==> src/rtl/fc_serial_pkg.sv <==
package fc_serial_pkg;
  typedef enum logic [1:0] {TX_IDLE, TX_WAIT, TX_RUN} tx_state_t;
  typedef enum logic [1:0] {RX_IDLE, RX_START, RX_DATA, RX_STOP} rx_state_t;

  localparam logic [2:0] A_CTRL  = 3'd0;
  localparam logic [2:0] A_BAUD  = 3'd1;
  localparam logic [2:0] A_DATA  = 3'd2;
  localparam logic [2:0] A_STOP  = 3'd3;
  localparam logic [2:0] A_TXPTR = 3'd4;
  localparam logic [2:0] A_TXLEN = 3'd5;
  localparam logic [2:0] A_RXPTR = 3'd6;
  localparam logic [2:0] A_RXLEN = 3'd7;

  localparam int B_HS   = 0;
  localparam int B_PKT  = 1;
  localparam int B_TXIE = 2;
  localparam int B_RXIE = 3;
  localparam int B_TXF  = 4;
  localparam int B_RXF  = 5;
  localparam int B_TXR  = 6;
  localparam int B_RXR  = 7;
endpackage

==> src/rtl/fc_sync.sv <==
module fc_sync #(
  parameter logic RST_VAL = 1'b1
) (
  input  logic clk,
  input  logic rst_n,
  input  logic d,
  output logic q
);
  logic [1:0] ff;

  always_ff @(posedge clk or negedge rst_n)
    if (!rst_n) ff <= {2{RST_VAL}};
    else        ff <= {ff[0], d};

  assign q = ff[1];
endmodule

==> src/rtl/fc_tx_engine.sv <==
module fc_tx_engine
  import fc_serial_pkg::*;
#(
  parameter int TW = 16,
  parameter int GW = 4
) (
  input  logic          clk,
  input  logic          rst_n,
  input  logic [TW-1:0] baud,
  input  logic          start,
  input  logic [7:0]    data,
  input  logic [GW-1:0] nstop,
  input  logic          hs_en,
  input  logic          cts_s,
  output logic          txd,
  output logic          rts,
  output logic          busy,
  output logic          done
);
  localparam int LW = $clog2(9 + (1 << GW));

  tx_state_t     st;
  logic [8:0]    sr;
  logic [TW-1:0] tmr;
  logic [LW-1:0] left;

  always_ff @(posedge clk or negedge rst_n) begin
    if (!rst_n) begin
      st   <= TX_IDLE;
      sr   <= '1;
      tmr  <= '0;
      left <= '0;
    end else begin
      case (st)
        TX_IDLE: if (start) begin
          sr   <= {data, 1'b0};
          left <= LW'(8) + LW'(nstop);
          tmr  <= baud - 1'b1;
          st   <= hs_en ? TX_WAIT : TX_RUN;
        end
        TX_WAIT: if (cts_s) st <= TX_RUN;
        TX_RUN: begin
          if (tmr == '0) begin
            if (left == '0) st <= TX_IDLE;
            else begin
              left <= left - 1'b1;
              sr   <= {1'b1, sr[8:1]};
              tmr  <= baud - 1'b1;
            end
          end else tmr <= tmr - 1'b1;
        end
        default: st <= TX_IDLE;
      endcase
    end
  end

  assign busy = (st != TX_IDLE);
  assign done = (st == TX_RUN) && (tmr == '0) && (left == '0);
  assign txd  = (st == TX_RUN) ? sr[0] : 1'b1;
  assign rts  = hs_en && busy;
endmodule

==> src/rtl/fc_rx_engine.sv <==
module fc_rx_engine
  import fc_serial_pkg::*;
#(
  parameter int TW = 16
) (
  input  logic          clk,
  input  logic          rst_n,
  input  logic [TW-1:0] baud,
  input  logic          rx_s,
  output logic          valid,
  output logic [7:0]    data
);
  rx_state_t     st;
  logic [TW-1:0] tmr;
  logic [2:0]    n;

  always_ff @(posedge clk or negedge rst_n) begin
    if (!rst_n) begin
      st    <= RX_IDLE;
      tmr   <= '0;
      n     <= '0;
      data  <= '0;
      valid <= 1'b0;
    end else begin
      valid <= 1'b0;
      case (st)
        RX_IDLE: if (!rx_s) begin
          tmr <= (baud >> 1) - 1'b1;
          st  <= RX_START;
        end
        RX_START: begin
          if (tmr == '0) begin
            if (!rx_s) begin
              st  <= RX_DATA;
              tmr <= baud - 1'b1;
              n   <= '0;
            end else st <= RX_IDLE;
          end else tmr <= tmr - 1'b1;
        end
        RX_DATA: begin
          if (tmr == '0) begin
            data <= {rx_s, data[7:1]};
            tmr  <= baud - 1'b1;
            if (n == 3'd7) st <= RX_STOP;
            else           n  <= n + 1'b1;
          end else tmr <= tmr - 1'b1;
        end
        RX_STOP: begin
          if (tmr == '0) begin
            valid <= rx_s;
            st    <= RX_IDLE;
          end else tmr <= tmr - 1'b1;
        end
        default: st <= RX_IDLE;
      endcase
    end
  end
endmodule

==> src/rtl/fc_serial_port.sv <==
module fc_serial_port
  import fc_serial_pkg::*;
#(
  parameter int AW       = 16,
  parameter int RW       = 16,
  parameter int GW       = 4,
  parameter int DEF_BAUD = 24
) (
  input  logic          clk,
  input  logic          rst_n,
  input  logic          reg_wr,
  input  logic          reg_rd,
  input  logic [2:0]    reg_addr,
  input  logic [RW-1:0] reg_wdata,
  output logic [RW-1:0] reg_rdata,
  input  logic          rxd,
  input  logic          cts,
  output logic          txd,
  output logic          rts,
  output logic          tx_irq,
  output logic          rx_irq,
  output logic          mem_req,
  output logic          mem_we,
  output logic [AW-1:0] mem_addr,
  output logic [7:0]    mem_wdata,
  input  logic          mem_gnt,
  input  logic [7:0]    mem_rdata
);
  logic hs_en, pkt_mode, tx_ie, rx_ie, tx_flag, rx_flag;
  logic [RW-1:0] baud, tx_cnt, rx_cnt;
  logic [GW-1:0] stop_n;
  logic [AW-1:0] tx_addr, rx_addr;
  logic blk_tx, blk_rx, rx_ready, rx_pend, mem_wait, own_rx_q;
  logic [7:0] rx_buf, rx_pend_data;

  logic cts_s, rxd_s, eng_busy, eng_done, rx_valid;
  logic [7:0] rx_data;

  fc_sync #(.RST_VAL(1'b0)) u_cts (.clk(clk), .rst_n(rst_n), .d(cts), .q(cts_s));
  fc_sync #(.RST_VAL(1'b1)) u_rxd (.clk(clk), .rst_n(rst_n), .d(rxd), .q(rxd_s));

  wire wr_ctrl = reg_wr && (reg_addr == A_CTRL);
  wire wr_data = reg_wr && (reg_addr == A_DATA);
  wire rd_data = reg_rd && (reg_addr == A_DATA);

  wire tx_ready = !eng_busy && !blk_tx;
  wire tx_fetch = blk_tx && !eng_busy;
  wire own_rx   = mem_wait ? own_rx_q : rx_pend;

  assign mem_req   = rx_pend || tx_fetch;
  assign mem_we    = own_rx;
  assign mem_addr  = own_rx ? rx_addr : tx_addr;
  assign mem_wdata = rx_pend_data;

  wire xfer     = mem_req && mem_gnt;
  wire rx_wr_ok = xfer && own_rx;
  wire tx_rd_ok = xfer && !own_rx;
  wire byte_go  = wr_data && tx_ready;

  wire [GW-1:0] stop_eff  = (stop_n == '0) ? GW'(1) : stop_n;
  wire          eng_start = byte_go || tx_rd_ok;
  wire [7:0]    eng_data  = tx_rd_ok ? mem_rdata : reg_wdata[7:0];
  wire [GW-1:0] eng_nstop = tx_rd_ok ? stop_eff : GW'(1);

  fc_tx_engine #(.TW(RW), .GW(GW)) u_tx (
    .clk(clk), .rst_n(rst_n), .baud(baud), .start(eng_start), .data(eng_data),
    .nstop(eng_nstop), .hs_en(hs_en), .cts_s(cts_s), .txd(txd), .rts(rts),
    .busy(eng_busy), .done(eng_done));

  fc_rx_engine #(.TW(RW)) u_rx (
    .clk(clk), .rst_n(rst_n), .baud(baud), .rx_s(rxd_s), .valid(rx_valid), .data(rx_data));

  wire tx_last    = eng_done && (!blk_tx || tx_cnt == RW'(1));
  wire rx_blk_end = rx_wr_ok && (rx_cnt == RW'(1));
  wire rx_set     = pkt_mode ? rx_blk_end : rx_valid;

  always_ff @(posedge clk or negedge rst_n) begin
    if (!rst_n) begin
      {hs_en, pkt_mode, tx_ie, rx_ie, tx_flag, rx_flag} <= '0;
      baud <= RW'(DEF_BAUD);
      stop_n <= GW'(1);
      {tx_cnt, rx_cnt} <= '0;
      {tx_addr, rx_addr} <= '0;
      {blk_tx, blk_rx, rx_ready, rx_pend, mem_wait, own_rx_q} <= '0;
      rx_buf <= '0;
      rx_pend_data <= '0;
    end else begin
      mem_wait <= mem_req && !mem_gnt;
      own_rx_q <= own_rx;
      if (wr_ctrl) begin
        hs_en    <= reg_wdata[B_HS];
        pkt_mode <= reg_wdata[B_PKT];
        tx_ie    <= reg_wdata[B_TXIE];
        rx_ie    <= reg_wdata[B_RXIE];
      end
      if (reg_wr && reg_addr == A_BAUD) baud <= reg_wdata;
      if (reg_wr && reg_addr == A_STOP) stop_n <= reg_wdata[GW-1:0];
      // transmit side
      if (tx_last)                          tx_flag <= 1'b1;
      else if (wr_ctrl && reg_wdata[B_TXF]) tx_flag <= 1'b0;
      if (reg_wr && reg_addr == A_TXPTR && !blk_tx) tx_addr <= AW'(reg_wdata);
      if (reg_wr && reg_addr == A_TXLEN && tx_ready && reg_wdata != '0) begin
        tx_cnt <= reg_wdata;
        blk_tx <= 1'b1;
      end
      if (eng_done && blk_tx) begin
        tx_cnt  <= tx_cnt - 1'b1;
        tx_addr <= tx_addr + 1'b1;
        if (tx_cnt == RW'(1)) blk_tx <= 1'b0;
      end
      // receive side
      if (rx_set)                           rx_flag <= 1'b1;
      else if (wr_ctrl && reg_wdata[B_RXF]) rx_flag <= 1'b0;
      if (reg_wr && reg_addr == A_RXPTR && !blk_rx) rx_addr <= AW'(reg_wdata);
      if (reg_wr && reg_addr == A_RXLEN && !blk_rx && reg_wdata != '0) begin
        rx_cnt <= reg_wdata;
        blk_rx <= 1'b1;
      end
      if (rx_wr_ok) begin
        rx_pend <= 1'b0;
        rx_addr <= rx_addr + 1'b1;
        rx_cnt  <= rx_cnt - 1'b1;
        if (rx_cnt == RW'(1)) blk_rx <= 1'b0;
      end
      if (rd_data) rx_ready <= 1'b0;
      if (rx_valid) begin
        if (blk_rx) begin
          rx_pend      <= 1'b1;
          rx_pend_data <= rx_data;
        end else begin
          rx_buf   <= rx_data;
          rx_ready <= 1'b1;
        end
      end
    end
  end

  always_comb begin
    reg_rdata = '0;
    case (reg_addr)
      A_CTRL: begin
        reg_rdata[B_HS]   = hs_en;
        reg_rdata[B_PKT]  = pkt_mode;
        reg_rdata[B_TXIE] = tx_ie;
        reg_rdata[B_RXIE] = rx_ie;
        reg_rdata[B_TXF]  = tx_flag;
        reg_rdata[B_RXF]  = rx_flag;
        reg_rdata[B_TXR]  = tx_ready;
        reg_rdata[B_RXR]  = rx_ready;
      end
      A_BAUD:  reg_rdata = baud;
      A_DATA:  reg_rdata = RW'(rx_buf);
      A_STOP:  reg_rdata = RW'(stop_n);
      A_TXPTR: reg_rdata = RW'(tx_addr);
      A_TXLEN: reg_rdata = tx_cnt;
      A_RXPTR: reg_rdata = RW'(rx_addr);
      default: reg_rdata = rx_cnt;
    endcase
  end

  assign tx_irq = tx_flag && tx_ie;
  assign rx_irq = rx_flag && rx_ie;
endmodule

==> config.mk <==
export PLATFORM = sky130hd
export DESIGN_NAME = fc_serial_port
export DESIGN_NICKNAME = d
export VERILOG_FILES = /design/src/rtl/fc_serial_pkg.sv /design/src/rtl/fc_sync.sv /design/src/rtl/fc_tx_engine.sv /design/src/rtl/fc_rx_engine.sv /design/src/rtl/fc_serial_port.sv
export SDC_FILE = /design/constraint.sdc
export NUM_CORES = 1
export LEC_CHECK = 0
export BUFFER_PORTS_ARGS = -buffer_cell sky130_fd_sc_hd__buf_2
export CAP_MARGIN = 20
export CORE_MARGIN = 5
export CORE_UTILIZATION = 65
export CTS_CLUSTER_DIAMETER = 120
export DETAILED_ROUTE_END_ITERATION = 7
export PLACE_DENSITY = 0.95
export SYNTH_ARGS = -nofsm -noshare
export SYNTH_HDL_FRONTEND = slang
export SYNTH_HIERARCHICAL = 1
export SYNTH_SLANG_ARGS = --single-unit
==> constraint.sdc <==
create_clock -name clk -period 5.2 [get_ports clk]
set_input_delay 0 -clock clk [delete_from_list [all_inputs] [get_ports clk]]
set_output_delay 0 -clock clk [all_outputs]
set_load 0.02 [all_outputs]
## Word-level counts from Yosys, hierarchy flattened

Cells that the tools add are included.

- Register bits: 178
- Input port bits: 34
- Word-level logic and storage cells: 211

- Add/subtract/negate cells: 11
- Equality and inequality tests: 30
- Mux-type cells: 71
- Bitwise operators: 1
- Reduce and logical (&&, ||, !) cells: 67

Operator list:

| kind | number |
|---|---|
| $mux 16 | 17 |
| $sub 16x1->16 const B | 5 |
| $pmux 16 s4 | 1 |
| $pmux 8 s7 | 1 |
| $pmux 8 s5 | 1 |
| $add 16x1->16 const B | 2 |
| $eq 16x1->1 const B | 2 |
| $logic_and 1x1->1 | 32 |
| $logic_not 16->1 | 2 |
| $pmux 16 s2 | 1 |
| $mux 9 | 3 |
| $mux 2 | 11 |
| $mux 1 | 21 |
| $pmux 9 s2 | 1 |
| $reduce_bool 2->1 | 9 |
| $reduce_bool 16->1 | 1 |
| $sub 15x1->16 const B | 1 |
| $eq 3x3->1 const B | 5 |
| $mux 5 | 3 |
| $ne 2x2->1 const B | 7 |
| $mux 3 | 4 |
| $ne 2x1->1 const B | 6 |
| $pmux 5 s2 | 1 |
| $reduce_and 5->1 | 2 |
| 24 further kinds | 41 |

## Logic depth before layout (Yosys ltp)

Gate-level depths: netlist of the first run.

- Depth after elaboration: 10
- Depth in mapped cells: 13

## By module

Netlist of the first run, hierarchy kept.

Modules (own cells, without submodules):

| module | times used | cells each | area an instance (um^2) | seq. area each (um^2) |
|---|---|---|---|---|
| fc_serial_port | 1 | 747 | 6,820.3 | 2,806.4 |
| fc_rx_engine | 1 | 295 | 2,537.4 | 750.7 |
| fc_tx_engine | 1 | 269 | 2,270.9 | 812.0 |
| fc_sync (u_rxd) | 1 | 2 | 52.6 | 52.6 |
| fc_sync (u_cts) | 1 | 2 | 50.0 | 50.0 |

## Worst setup path before layout of the first run

OpenSTA, ideal clock, no wires.

- Kind: register to register
- From: register u_tx.st[1]
- To: register u_tx.tmr[9]
- Library setup time: 120 ps
- Arrival time: 2,708 ps
- Setup slack: 2,372 ps
- Stages on the path, launching flop included: 13
- Path through: dfrtp_1 -> buf_2 -> or2_2 -> inv_1 -> a21o_1 -> nand3_1 -> clkbuf_1 -> o21ai_0 -> o21bai_1 -> a21oi_1 -> o21ai_2 -> buf_2 -> a31o_2

- Cells in the longest elaborated chain, start to end: 9

RTL lines:

| item | RTL line | source |
|---|---|---|
| start, declared | fc_tx_engine.sv:22 | `tx_state_t st;` |
| start signal, assigned | fc_tx_engine.sv:39 | `st <= hs_en ? TX_WAIT : TX_RUN;` |
| $reduce_bool 2->1 | fc_tx_engine.sv:57 | `assign busy = (st != TX_IDLE);` |
| via eng_busy | fc_serial_port.sv:36 | `logic cts_s, rxd_s, eng_busy, eng_done, rx_valid;` |
| $logic_not 1->1 | fc_serial_port.sv:47 | `wire tx_fetch = blk_tx && !eng_busy;` |
| $logic_and 1x1->1 | fc_serial_port.sv:47 |  |
| $logic_or 1x1->1 | fc_serial_port.sv:50 | `assign mem_req = rx_pend \|\| tx_fetch;` |
| via mem_req | fc_serial_port.sv:22 | `output logic mem_req,` |
| $logic_and 1x1->1 | fc_serial_port.sv:55 | `wire xfer = mem_req && mem_gnt;` |
| $logic_and 1x1->1 | fc_serial_port.sv:57 | `wire tx_rd_ok = xfer && !own_rx;` |
| $logic_or 1x1->1 | fc_serial_port.sv:61 | `wire eng_start = byte_go \|\| tx_rd_ok;` |
| via eng_start | fc_serial_port.sv:61 |  |
| $ne 2x2->1 (no source line) | -- |  |
| $reduce_and 3->1 (no source line) | -- |  |
| end signal, assigned | fc_tx_engine.sv:38 | `tmr <= baud - 1'b1;` |
| end signal, assigned | fc_tx_engine.sv:48 | `tmr <= baud - 1'b1;` |
| end signal, assigned | fc_tx_engine.sv:50 | `end else tmr <= tmr - 1'b1;` |
| end, declared | fc_tx_engine.sv:24 | `logic [TW-1:0] tmr;` |

The timed path passes the listed nets, and every way through them passes these cells.
A chain may end at the register's enable or synchronous reset.

## Final worst setup path of the first run

- From: register u_tx.st[1]
- To: register u_tx.tmr[12]

- Cells in the longest elaborated chain, start to end: 9

RTL lines:

| item | RTL line |
|---|---|
| $reduce_bool 2->1 (*) | fc_tx_engine.sv:57 |
| via eng_busy | fc_serial_port.sv:36 |
| $logic_not 1->1 (*) | fc_serial_port.sv:46, fc_serial_port.sv:47 |
| $logic_and 1x1->1 | fc_serial_port.sv:47 |
| $logic_or 1x1->1 | fc_serial_port.sv:50 |
| $logic_and 1x1->1 | fc_serial_port.sv:55 |
| $logic_and 1x1->1 | fc_serial_port.sv:57 |
| $logic_or 1x1->1 (*) | fc_serial_port.sv:61 |
| via eng_start | fc_serial_port.sv:61 |
| $ne 2x2->1 (no source line) (*) | -- |
| $reduce_and 3->1 (no source line) (*) | -- |

Mark *: on every way through the listed nets, which the timed path passes. The rest lies on a longest branch.

==> results of run 1 <==
synthesized netlist by cell type (all sizes together), types with 12 or more instances:
cell type,n
mux2,79
a22o,13
nand3,51
buf,27
o22ai,19
inv,45
nor3,47
a31oi,22
o21ai,83
xor2,27
a21oi,81
nand2,141
nor2,116
mux2i,12
o211ai,20
dfrtp,164
a311oi,13
nor4,26
nand4,21
ha,22
dfstp,14
clkbuf,52
xnor2,21
registers in the layout, summed over array words and instances, names as in the netlist, 9 cells and up, named ones only:
signal and count:
u_tx/sr 9, u_rx/tmr 16, tx_addr 16, u_tx/tmr 16, baud 16, rx_cnt 16
rx_addr 16, tx_cnt 16
logic make-up (layout without fill, tap and decap cells):
kind of cell	count (synthesis)	count (layout)
buffers and inverters	124	186
adders and majority gates	22	22
AOI/OAI and AO/OA	353	353
DFF	178	178
muxes	97	97
and+or+nand+nor	493	493
other	0	1
xor gates and xnor gates	48	48
metal layers:
layer | GRT usage | routed length (um) | up-vias
met4 | 0.222 | 3080 | 2
met3 | 0.106 | 5370 | 306
met2 | 0.542 | 16500 | 1158
li1 | - | - | 4985
met1 | 0.487 | 13400 | 5508
met5 | 0 | 13 | -
repair_timing:
item,in CTS,in global routing
endpoints found under the hold margin,86,0
gates resized for setup,0,0
hold buffers,22,0
critical path: cells and delay by family (launching register included):
kind                   cells  cell delay [ns]
AO/OA/AOI/OAI              6             1.93
AND/OR/NAND/NOR            2             0.78
flip-flops                 1             0.49
multiplexers               1             0.41
buffers and inverters      1             0.07
area by class of cell:
cell class                 instances  area, um^2
clock buffer                      19         453
tap                              229         287
multi-input combinational       1013        6740
clock inverter                    13         125
timing repair buffer             109         682
inverter                          45         169
sequential                       178        4470
antenna                            1        2.50
fill                            1144        4910
worst paths after layout:
kind                                        start                  endpoint  slack (ns)  cells after the start
min in group clk                     mem_rdata[1]    u_tx/sr[2]$_DFFE_PN1P_        0.02                      4
max                        u_tx/st[1]$_DFFE_PN0P_  u_tx/tmr[12]$_DFFE_PN0P_        1.43                     10
max in group asynchronous                   rst_n    rx_cnt[15]$_DFFE_PN0P_        3.94                      3
min reg2reg                 u_rxd/ff[0]$_DFF_PN1_     u_rxd/ff[1]$_DFF_PN1_        0.37                      0
max reg2reg                u_tx/st[1]$_DFFE_PN0P_  u_tx/tmr[12]$_DFFE_PN0P_        1.43                     10
min                                         rst_n   u_rx/tmr[8]$_DFFE_PN0P_      -0.002                      2
power groups by stage:
stage,logic [mW],registers [mW],clock network [mW]
2_1_floorplan,1.75,2.09,0
3_3_place_gp,2.07,2.29,0
3_5_place_dp,2.16,2.32,0
4_1_cts,2.21,2.30,1.29
5_1_grt,2.48,2.38,1.36
6_report,2.30,2.35,1.30
==> impl_metrics.tcl, run 1 <==
set metrics [dict create \
    outcome "finished with violations" \
    violations "DRC, hold timing" \
    cp-start-kind "flop" \
    synth_ff_type "dfrtp_1" \
    clock_path_buffers 2 \
    antenna_found_initial 1 \
    worstPathCellList "or2_2 -> inv_1 -> a21o_1 -> nand3_1 -> o21ai_0 -> o21bai_1 -> a21oi_1 -> o21a_1 -> mux2_2 -> o21ai_0" \
    setup_viol 0 \
    combPwrFrac 0.386 \
    max-vdd-ir-drop_mv 0.280 \
    design.die.area_um2 20800 \
    postSynthAreaPerCell_um2 8.92 \
    fp.dieH_um 144 \
    fin_crit_ns 3.77 \
    worst-endpoint-required_ns 5.57 \
    final_cell_mix "dfrtp_1 (164), nand2_1 (139), nor2_1 (113)" \
    maxCapViolCount 0 \
    clk_pin_slew_ns 0.08 \
    die_w_um 144 \
    cellPowerDensity_nw_per_um2 460 \
    synthSimpleGateAreaFrac 0.214 \
    wirelength_um 38300 \
    cts.sinks 178 \
    viasPerCell 7.44 \
    critPathMaxStageDelay_ns 0.70 \
    nNetsFinal 1420 \
    p_total_mw 5.95 \
    cp_common_cell "o21ai_0" \
    ys_async_sr_fraction 1.00 \
    track_usage 0.370 \
    clock_latency_ns 0.45 \
    drt_iter0_markers 2470 \
    yosysUniqueCellTypes 95 \
    hold_viol 3 \
    final_common_cell "dfrtp_1" \
    dp_slack_ns 1.68 \
    core_um2 17800 \
    critPathMaxFanout 23 \
    cts_buffers 17 \
    dp_cells 1551 \
    synthAdderAreaFrac 0.0235 \
    synthTopCellsByArea "dfrtp_1 (35%), mux2_2 (7.5%), nand2_1 (4.4%)" \
    yosysTopAreaCellShare 0.350 \
    synth-seq-area-share 0.381 \
    synth_cells 1315 \
    drive_gt1_frac 0.183 \
    slowest_stage "o21a_1" \
    sw_frac_of_total 0.437 \
    relSlewSlack 0.336 \
    port_buffers 79 \
    power.leakage_nw 5.39 \
    htreeDepth 4 \
    wl_per_cell_um 23.8 \
    fmax_ghz 0.265 \
    synth.mux.area_fraction 0.0979 \
    cp-end-kind "flop" \
    finalClockSkew_ns 0.00936 \
    worst_slack_ns 1.43 \
    ys_ff_latch 178 \
    final_cells 1607 \
    grt_pass1_vias 11285 \
    grt-ovfl-total 0 \
    synth_compound_area_frac 0.203 \
    hp-class "primary input to async pin" \
    ys.warnings.count 6 \
    power_frac_seq 0.395 \
    p_int_mw 3.35 \
    maxSlewViolCount 0 \
    yosys.area.top_type "dfrtp_1" \
    synth_area_um2 11700 \
    timing.final.crit_share 0.726 \
    root_buffer "clkbuf_16" \
    fin_setup_tns_ns 0 \
    finalWeightedCongestion 0.995 \
    grt_max_degree 78 \
    fp-row-count 49 \
    synth_top_family_by_area "simple AND/OR/NAND/NOR gates" \
    detailed_place_hpwl_um 24900 \
    synth-edff-count 0 \
    synth-xor-area-share 0.0358 \
    worstMarginPinSlew_ns 0.996 \
    worst_ep_arrival_time_ns 4.14 \
    ant_nets 0 \
    pin_count 80 \
    pwr-share-clk 0.219 \
    vias 11959 \
    start_util 0.658 \
    hold-worst-slack_ns -0.00172 \
    final_util 0.725 \
    area_growth_pct 10.2 \
    power_switching_mw 2.60 \
    place_area_um2 12100 \
    grt_pass1_wl_um 60300 \
    rsz0062_at_grt "false" \
    cts_setup_buffers 0 \
    tritoncts "built" \
    synth_nets 1371 \
    dr.pass1.iters 8 \
    path_class "flop to flop" \
    route.detailed.drc 4 \
    design_area_um2 12900 \
]
Power figures use the tool's default switching activity.
==> run 2: changes to the inputs <==
Settings changed: ABC_AREA set to 1, CORE_UTILIZATION 65 to 56, PLACE_DENSITY 0.95 to 0.89.
Clock period 5.2 ns to 3.15 ns, I/O delays scaled along.
==> impl_metrics.tcl, run 2 <==
set metrics [dict create \
    fin_crit_ns 2.74 \
    max-vdd-ir-drop_mv 0.435 \
    critPathMaxFanout 29 \
    fp.dieH_um 163 \
    worstMarginPinSlew_ns 0.790 \
    synth_top_family_by_area "simple AND/OR/NAND/NOR gates" \
    timing.final.crit_share 0.871 \
    synth-edff-count 0 \
    synth_area_um2 13200 \
    clk_pin_slew_ns 0.07 \
    area_growth_pct 10.9 \
    rsz0062_at_grt "false" \
    fillCellCount 2043 \
    drt_iter0_markers 1827 \
    synth.mux.area_fraction 0 \
    outcome "finished clean" \
    fmax_ghz 0.365 \
    fin_setup_tns_ns 0 \
    yosysUniqueCellTypes 47 \
    final_util 0.626 \
    port_buffers 79 \
    synth_nets 2083 \
    track_usage 0.319 \
    antenna_found_initial 0 \
    yosys.area.top_type "dfrtp_1" \
    nNetsFinal 2162 \
    pin_count 80 \
    busiest_layer "met2" \
    setup_viol 0 \
    final_cell_mix "nand2_1 (655), inv_1 (242), nor2_1 (232)" \
    met1_usage 0.417 \
    viasPerCell 5.85 \
    maxCapViolCount 0 \
    vias 14253 \
    grt_max_degree 81 \
    htreeDepth 4 \
    cts_resized 0 \
    worst_ep_arrival_time_ns 3.13 \
    hp-class "primary input to flop" \
    grt_pass1_vias 13405 \
    hold_path.startpoint "mem_rdata[0]" \
    tritoncts "built" \
    fp-row-count 56 \
    maxSlewViolCount 0 \
    die_w_um 163 \
    cp-end-kind "flop" \
    regToRegStartpoint "u_tx/st[1]$_DFFE_PN0P_" \
    reg2reg_depth 11 \
    synthSimpleGateAreaFrac 0.402 \
    grt_pass1_wl_um 68000 \
    synth-xor-area-share 0.0239 \
    cellPowerDensity_nw_per_um2 724 \
    ys.warnings.count 6 \
    dp_cells 2382 \
    hold_viol 0 \
    p_total_mw 10.6 \
    met3_usage 0.0527 \
    path_class "flop to flop" \
    final_cells 2438 \
    synthTopCellsByArea "dfrtp_1 (31%), nand2_1 (19%), nand3_1 (7.3%)" \
    postSynthAreaPerCell_um2 6.50 \
    detailed_place_hpwl_um 30900 \
    wirelength_um 42100 \
    route.detailed.drc 0 \
    synth_cells 2027 \
    synth_most_common_cell "nand2_1" \
    synthAdderAreaFrac 0.0209 \
    cts.sinks 178 \
    synth_ff_type "dfrtp_1" \
    dr.pass1.iters 6 \
    timing.rr.end "rx_cnt[4]$_DFFE_PN0P_" \
    drive_gt1_frac 0.112 \
    design.die.area_um2 26700 \
    cts_buffers 17 \
    core_um2 23300 \
    finalClockSkew_ns 0.0173 \
    cp-start-kind "flop" \
    power.leakage_nw 7.26 \
    ys_async_sr_fraction 1.00 \
    gr-usage-met2 0.518 \
    ant_nets 0 \
    diodes 0 \
    min_delay_path_depth 5 \
    yosysTopAreaCellShare 0.312 \
    synth_compound_area_frac 0.114 \
    relSlewSlack 0.473 \
    worst-endpoint-required_ns 3.53 \
    r2r_setup_slack_ns 0.41 \
    wl_per_cell_um 17.3 \
    finalWeightedCongestion 1.02 \
    clock_latency_ns 0.45 \
    synth-seq-area-share 0.340 \
    synthTopCellsByCount "nand2_1 (655), inv_1 (242), nor2_1 (232)" \
    grt-ovfl-total 0 \
    min_to "u_tx/sr[1]$_DFFE_PN1P_" \
    final_common_cell "nand2_1" \
    ys_ff_latch 178 \
    clock_path_buffers 2 \
    start_util 0.565 \
    root_buffer "clkbuf_16" \
]
[run 2: metal layers]
layer / part of all wire / vias to the layer above
li1: - / 6626
met5: 0 / -
met2: 0.46 / 872
met4: 0.056 / 0
met1: 0.39 / 6577
met3: 0.093 / 178
[run 2: how the worst max path moves through the flow]
| stage | from | cells past startpoint | to |
|---|---|---|---|
| 6_report | u_tx/st[1]$_DFFE_PN0P_ | 11 | rx_cnt[4]$_DFFE_PN0P_ |
| 5_1_grt | u_tx/st[1]$_DFFE_PN0P_ | 11 | rx_cnt[4]$_DFFE_PN0P_ |
| 4_1_cts | u_tx/st[1]$_DFFE_PN0P_ | 11 | rx_cnt[4]$_DFFE_PN0P_ |
| 3_5_place_dp | u_tx/st[1]$_DFFE_PN0P_ | 11 | rx_cnt[4]$_DFFE_PN0P_ |
| 3_3_place_gp | u_tx/st[1]$_DFFE_PN0P_ | 11 | rx_cnt[4]$_DFFE_PN0P_ |
| 2_1_floorplan | u_tx/st[0]$_DFFE_PN0P_ | 15 | u_tx/tmr[1]$_DFFE_PN0P_ |
[run 2: cell type report]
type / count / area, um^2 / share of cell area
Multi-Input combinational cell: 1534 / 7380 / 0.506
Sequential cell: 178 / 4470 / 0.306
Inverter: 261 / 982 / 0.0673
Timing Repair Buffer: 114 / 737 / 0.0505
Clock buffer: 18 / 439 / 0.0301
Tap cell: 319 / 399 / 0.0273
Clock inverter: 14 / 191 / 0.0131
[run 2: cells by family after synthesis]
| family | Yosys count |
|---|---|
| buffers and inverters | 315 |
| AO/OA/AOI/OAI | 270 |
| AND/OR/NAND/NOR | 1206 |
| adder cells (fa/ha/maj) | 22 |
| flip-flops | 178 |
| XOR/XNOR | 36 |
[run 2: power breakdown]
group | internal [mW] | switching, mW | leakage (nW)
combinational | 1.54 | 3.03 | 4.76
clock | 1.17 | 1.09 | 0.307
sequential | 2.92 | 0.825 | 2.19
total | 5.63 | 4.94 | 7.26
[run 2: timing repair]
item	in CTS	in global routing
hold buffers	24	0
endpoints found under the hold margin	126	0
setup buffers	0	0
[run 2: worst max-delay path, cell delays in order, from the launching register on]
cell and delay [ns]:
dfrtp_1 0.38, inv_1 0.14, nand2_1 0.16, inv_1 0.15
nand2_1 0.08, nand2_1 0.11, nand3_2 0.56, inv_2 0.71
o21ai_0 0.19, nand2_1 0.09, nand2_1 0.05, nand2_1 0.05
[run 2: through the flow]
step	hold slack (ns)	setup slack (ns)	cell area, um^2
5_1_grt	0.0407	0.214	14600
3_5_place_dp	0.0953	0.542	13700
4_1_cts	0.0144	0.483	14600
3_3_place_gp	0.0821	0.598	13700
6_report	0.0359	0.407	14600
2_1_floorplan	-0.296	0.778	13200
